[config.mk]
export PLATFORM = sky130hd
export DESIGN_NAME = ctp_writer
export DESIGN_NICKNAME = d
export VERILOG_FILES = /design/src/rtl/ctp_pkg.sv /design/src/rtl/ctp_anchor_sel.sv /design/src/rtl/ctp_bit_store.sv /design/src/rtl/ctp_timing_sel.sv /design/src/rtl/ctp_pulse_seq.sv /design/src/rtl/ctp_writer.sv
export SDC_FILE = /design/constraint.sdc
export NUM_CORES = 1
export LEC_CHECK = 0
export BUFFER_PORTS_ARGS = -buffer_cell sky130_fd_sc_hd__buf_2
export CORE_ASPECT_RATIO = 1.2
export CORE_MARGIN = 4
export CORE_UTILIZATION = 51
export CTS_BUF_LIST = sky130_fd_sc_hd__clkbuf_2 sky130_fd_sc_hd__clkbuf_4 sky130_fd_sc_hd__clkbuf_8
export CTS_CLUSTER_SIZE = 24
export DETAILED_ROUTE_END_ITERATION = 16
export PLACE_DENSITY = 0.89
export SLEW_MARGIN = 40
export SYNTH_ARGS = -nofsm -noshare
export SYNTH_HDL_FRONTEND = slang
export SYNTH_SLANG_ARGS = --single-unit
[constraint.sdc]
create_clock -name clk_i -period 1.45 [get_ports clk_i]
set_input_delay 0.145 -clock clk_i [delete_from_list [all_inputs] [get_ports clk_i]]
set_output_delay 0.145 -clock clk_i [all_outputs]
set_load 0.01 [all_outputs]
[src/rtl/ctp_pkg.sv]
package ctp_pkg;

    typedef enum logic [1:0] {
        MODE_REC  = 2'b00,
        MODE_REW  = 2'b01,
        MODE_MARK = 2'b10,
        MODE_OFF  = 2'b11
    } ctp_mode_e;

    // Anchor taken from the internal reference tick
    function automatic logic anchors_on_ref(ctp_mode_e m);
        return (m == MODE_REC) || (m == MODE_MARK);
    endfunction

    // Anchor taken from the recorded-track rising edge
    function automatic logic anchors_on_trk(ctp_mode_e m);
        return (m == MODE_REW);
    endfunction

    // Leading edge delayed by the lead timing value
    function automatic logic uses_lead(ctp_mode_e m);
        return (m == MODE_REC) || (m == MODE_MARK);
    endfunction

endpackage

[src/rtl/ctp_anchor_sel.sv]
module ctp_anchor_sel
    import ctp_pkg::*;
(
    input  ctp_mode_e mode,
    input  logic      ref_tick,
    input  logic      trk_rise,
    output logic      anchor
);
    always_comb begin
        anchor = 1'b0;
        if (anchors_on_ref(mode))
            anchor = ref_tick;
        else if (anchors_on_trk(mode))
            anchor = trk_rise;
    end
endmodule

[src/rtl/ctp_bit_store.sv]
module ctp_bit_store (
    input  logic clk,
    input  logic rst,
    input  logic wr,
    input  logic wr_val,
    input  logic consume,
    output logic pending,
    output logic bit_q
);
    // A write in the same cycle as a consume arms the next pulse
    always_ff @(posedge clk) begin
        if (rst) begin
            pending <= 1'b0;
            bit_q   <= 1'b0;
        end else begin
            if (wr) begin
                pending <= 1'b1;
                bit_q   <= wr_val;
            end else if (consume) begin
                pending <= 1'b0;
            end
        end
    end
endmodule

[src/rtl/ctp_timing_sel.sv]
module ctp_timing_sel
    import ctp_pkg::*;
#(
    parameter int TW = 8
) (
    input  ctp_mode_e       mode,
    input  logic            bit_v,
    input  logic [TW-1:0]   t_lead,
    input  logic [TW-1:0]   t_f0_start,
    input  logic [TW-1:0]   t_f0_end,
    input  logic [TW-1:0]   t_f1_start,
    input  logic [TW-1:0]   t_f1_end,
    output logic [TW-1:0]   sel_lead,
    output logic [TW-1:0]   sel_start,
    output logic [TW-1:0]   sel_end,
    output logic            sel_skip
);
    logic [TW-1:0] pair_start;
    logic [TW-1:0] pair_end;

    assign pair_start = bit_v ? t_f1_start : t_f0_start;
    assign pair_end   = bit_v ? t_f1_end   : t_f0_end;

    always_comb begin
        sel_lead  = uses_lead(mode) ? t_lead : '0;
        sel_start = pair_start;
        sel_end   = pair_end;
        sel_skip  = 1'b0;
        unique case (mode)
            MODE_REC, MODE_REW: ;
            MODE_MARK: begin
                sel_start = t_f0_end;
                sel_end   = t_f0_end;
                sel_skip  = bit_v;
            end
            default: begin
                sel_start = '0;
                sel_end   = '0;
                sel_skip  = 1'b1;
            end
        endcase
    end
endmodule

[src/rtl/ctp_pulse_seq.sv]
module ctp_pulse_seq #(
    parameter int TW = 8
) (
    input  logic          clk,
    input  logic          rst,
    input  logic          anchor,
    input  logic          pending,
    input  logic          bit_v,
    input  logic [TW-1:0] sel_lead,
    input  logic [TW-1:0] sel_start,
    input  logic [TW-1:0] sel_end,
    input  logic          sel_skip,
    output logic          consume,
    output logic          run,
    output logic          cur_bit,
    output logic          wave,
    output logic          slope_start,
    output logic          slope_end
);
    typedef struct packed {
        logic [TW-1:0] lead;
        logic [TW-1:0] t_s;
        logic [TW-1:0] t_e;
    } cap_t;

    cap_t          cap_q;
    logic [TW-1:0] cnt_q;
    logic          start;

    assign consume = anchor && pending && !run;
    assign start   = consume && !sel_skip;

    always_ff @(posedge clk) begin
        if (rst) begin
            run     <= 1'b0;
            cnt_q   <= '0;
            cap_q   <= '0;
            cur_bit <= 1'b0;
        end else if (start) begin
            run     <= 1'b1;
            cnt_q   <= '0;
            cap_q   <= '{lead: sel_lead, t_s: sel_start, t_e: sel_end};
            cur_bit <= bit_v;
        end else if (run) begin
            if (cnt_q == cap_q.t_e)
                run <= 1'b0;
            else
                cnt_q <= cnt_q + 1'b1;
        end
    end

    assign wave        = run && (cnt_q >= cap_q.lead) && (cnt_q < cap_q.t_e);
    assign slope_start = run && (cnt_q == cap_q.t_s);
    assign slope_end   = run && (cnt_q == cap_q.t_e);
endmodule

[src/rtl/ctp_writer.sv]
module ctp_writer
    import ctp_pkg::*;
#(
    parameter int TW = 8
) (
    input  logic          clk_i,
    input  logic          rst_i,
    input  logic          ref_tick_i,
    input  logic          trk_rise_i,
    input  logic [1:0]    mode_i,
    input  logic [TW-1:0] t_lead_i,
    input  logic [TW-1:0] t_f0_start_i,
    input  logic [TW-1:0] t_f0_end_i,
    input  logic [TW-1:0] t_f1_start_i,
    input  logic [TW-1:0] t_f1_end_i,
    input  logic          bit_wr_i,
    input  logic          bit_val_i,
    output logic          wave_o,
    output logic          slope_start_o,
    output logic          slope_end_o,
    output logic          flag_rd_o
);
    ctp_mode_e     mode_e;
    logic          anchor;
    logic          pending;
    logic          bit_q;
    logic          consume;
    logic          seq_run;
    logic          cur_bit;
    logic [TW-1:0] sel_lead;
    logic [TW-1:0] sel_start;
    logic [TW-1:0] sel_end;
    logic          sel_skip;

    assign mode_e = ctp_mode_e'(mode_i);

    ctp_anchor_sel u_anchor (
        .mode     (mode_e),
        .ref_tick (ref_tick_i),
        .trk_rise (trk_rise_i),
        .anchor   (anchor)
    );

    ctp_bit_store u_bit (
        .clk     (clk_i),
        .rst     (rst_i),
        .wr      (bit_wr_i),
        .wr_val  (bit_val_i),
        .consume (consume),
        .pending (pending),
        .bit_q   (bit_q)
    );

    ctp_timing_sel #(.TW(TW)) u_tsel (
        .mode       (mode_e),
        .bit_v      (bit_q),
        .t_lead     (t_lead_i),
        .t_f0_start (t_f0_start_i),
        .t_f0_end   (t_f0_end_i),
        .t_f1_start (t_f1_start_i),
        .t_f1_end   (t_f1_end_i),
        .sel_lead   (sel_lead),
        .sel_start  (sel_start),
        .sel_end    (sel_end),
        .sel_skip   (sel_skip)
    );

    ctp_pulse_seq #(.TW(TW)) u_seq (
        .clk         (clk_i),
        .rst         (rst_i),
        .anchor      (anchor),
        .pending     (pending),
        .bit_v       (bit_q),
        .sel_lead    (sel_lead),
        .sel_start   (sel_start),
        .sel_end     (sel_end),
        .sel_skip    (sel_skip),
        .consume     (consume),
        .run         (seq_run),
        .cur_bit     (cur_bit),
        .wave        (wave_o),
        .slope_start (slope_start_o),
        .slope_end   (slope_end_o)
    );

    // Inverse of the bit in flight; the stored bit when idle
    assign flag_rd_o = seq_run ? ~cur_bit : bit_q;
endmodule

==> results.tsv <==
metric	value	unit
period_needed	1.95	ns
crit_type	reg -> out	
yosysSeqAreaShare	31.5	%
setup-tns-final	-3.78	ns
grt_pass1_wl	12.2	mm
final.period_utilization	135	%
clkLatencyLatePin	0.30	ns
synthCells	264	
rsz0062_at_grt	yes	
async_flop_share	0	%
violations	negative setup slack	
syn_to_final_growth	51.6	%
cts_sinks	36	
final_layout_size_suffix_gt1_share	52.2	%
grt_max_degree	20	
via_per_inst	5.94	
r2r-start	u_seq.cnt_q[6]	
report.final.slew_viol_count	0	
max_freq	0.513	GHz
crit_required	1.31	ns
routabilityCongestion	0.819	
pre_cts_slack	-0.172	ns
htree_levels	2	
post_dp_cell_area	2850	um2
critical_path.endpoint	wave_o	
io_pins	52	
cts_tree	built	
layout_commonest_cell	buf_2	
path_clk_slew	0.07	ns
min_path_type	in -> reg	
layout_common_cells	buf_2 (51), buf_4 (39), nand2_1 (28)	
regToRegEndpoint	u_seq.cnt_q[7]	
fin_skew	0.00913	ns
dr.first_iter.drc_count	203	
wl_per_cell	19.9	um
path_max_fanout	2	
cts_root_buffer	clkbuf_8	
antenna_found_initial	0	
yosysWarningCount	0	
dieArea	5630	um2
worst_slack	-0.501	ns
ys_top_cells_by_area	dfxtp_1 (31%), ha_1 (9.3%), mux2i_1 (7.9%)	
cp-end-kind	primary output	
hold-worst-slack	0.0841	ns
row_count	26	
antenna_cells	0	
yosys.area.top_type	dfxtp_1	
finalNetCount	426	
ant_nets	0	
floorplan.die.width	69.2	um
syn_avg_cell_area	8.68	um2
power_density	766	nW/um2
syn_area	2290	um2
ys_seq_elements	36	
clockBufferDepth	2	
vias	2483	
dp_hpwl	4.50	mm
whs_path_depth	3	
grt_pass1_vias	2556	
cts_hold_buffers	0	
drt_pass1_iterations	4	
synth_ff_type	dfxtp_1	
die_h	81.4	um
start_util	53.4	%
tightest_slew	0.533	ns
drt_wl_total	8.30	mm
drc	0	
filler_cell_count	241	
start_kind	register	
ys_types	39	
hold_violations	0	
p_leak	0.00139	uW
setup_viol	13	
core	4290	um2
vdd_drop_max	523	uV
synth-edff-count	0	
synth_nets	329	
yosysTopAreaCellShare	31.5	%
max_cap_viol_count	0	
ff2ff_path_depth	7	
grt_overflow	0	
grt.total_usage	27.9	%
critPathArrivalTime	1.81	ns
status	finished with violations	
crit_path_start	u_seq.cap_q[4]	
stdcell_area	3470	um2
ff2ff_setup_slack	-0.42	ns
io_buffers	51	
timing.slew.headroom	64.4	%
cts_made_buffers	5	
[how the worst min path moves through the flow]
stage | startpoint | endpoint | slack (ns)
after floorplan | bit_wr_i | u_bit.pending | 0.26
after global placement | bit_wr_i | u_bit.pending | 0.39
after detailed placement | bit_val_i | u_bit.bit_q | 0.39
after CTS | bit_wr_i | u_bit.pending | 0.09
after global routing | bit_val_i | u_bit.bit_q | 0.1
final | bit_val_i | u_bit.bit_q | 0.08
[registers in the layout, summed over array words and instances (netlist names)]
signal / cells
u_seq.cap_q: 24
u_seq.cnt_q: 8
u_bit.bit_q: 1
u_bit.pending: 1
u_seq.cur_bit: 1
u_seq.run: 1
[report_power, final]
group	switching, uW	leakage (uW)	internal [uW]
Clock	385	0.0000645	607
Sequential	21.3	0.000301	1010
Combinational	322	0.00102	312
[repair_timing]
action | CTS | global route
pin swaps | 24 | 18
buffers inserted | 8 | 10
cloned | 1 | 0
resized for setup | 53 | 26
endpoints found under the setup margin | 17 | 18
[routing by layer]
metal / global-route usage (%) / vias up / part of all wire, %
met5: 0 / - / 0
met4: 20.3 / 0 / 8.2
met3: 5.26 / 64 / 5.0
met2: 53.1 / 132 / 51
met1: 27.0 / 1165 / 35
li1: - / 1122 / -
[cells by family (layout without fill, tap and decap cells)]
family                     after synthesis  in the layout  share of synthesized area (%)
adders and majority gates               17             17                           9.28
muxes                                   18             18                           7.86
xor gates and xnor gates                15             15                           5.73
buffers and inverters                   32            129                           7.43
DFF                                     36             36                           31.5
AOI/OAI and AO/OA                       65             66                           20.6
and+or+nand+nor                         81             81                           17.6
[through the flow]
step | util, % | cells | power (uW)
floorplan | - | 264 | 1300
global placement | 66.4 | 392 | 1470
detailed placement | 66.4 | 392 | 1480
CTS | 76.5 | 409 | 2540
global route | 80.9 | 418 | 2750
finish | 80.9 | 418 | 2660
[synth_stat cells, types with 2 or more instances]
| library cell | number |
|---|---|
| clkbuf_1 | 4 |
| nor2_1 | 21 |
| nor3_1 | 2 |
| xor2_1 | 7 |
| buf_2 | 3 |
| buf_6 | 2 |
| inv_1 | 16 |
| o211ai_1 | 4 |
| and4_1 | 3 |
| o2bb2ai_1 | 8 |
| nand4_1 | 3 |
| mux2i_1 | 18 |
| o21ai_1 | 2 |
| buf_4 | 5 |
| nand3b_1 | 8 |
| a211oi_1 | 7 |
| a211oi_2 | 8 |
| ha_1 | 17 |
| nand2_1 | 30 |
| xnor2_1 | 8 |
| nand3_1 | 2 |
| a21oi_1 | 25 |
| nand2b_1 | 2 |
| o21ai_0 | 7 |
| dfxtp_1 | 36 |
| nor2b_1 | 3 |
[critical path, cell delays in order, from the launching register on]
cell and delay (ns):
dfxtp_2 0.33, inv_2 0.04, ha_1 0.29, nand4_1 0.17, buf_4 0.15, a21oi_2 0.03
a2111oi_2 0.30, buf_2 0.19
[cell type report]
cell class              instances  area (um2)  area share (%)
flip-flops and latches         36         748            21.5
multi-input cells             197        1720            49.6
repair buffers                105         743            21.4
well taps                      56        70.1            2.02
clock buffers                   7        96.3            2.77
clock inverters                 1        30.0           0.865
inverters                      16        63.8            1.84
Power figures use the tool's default switching activity.
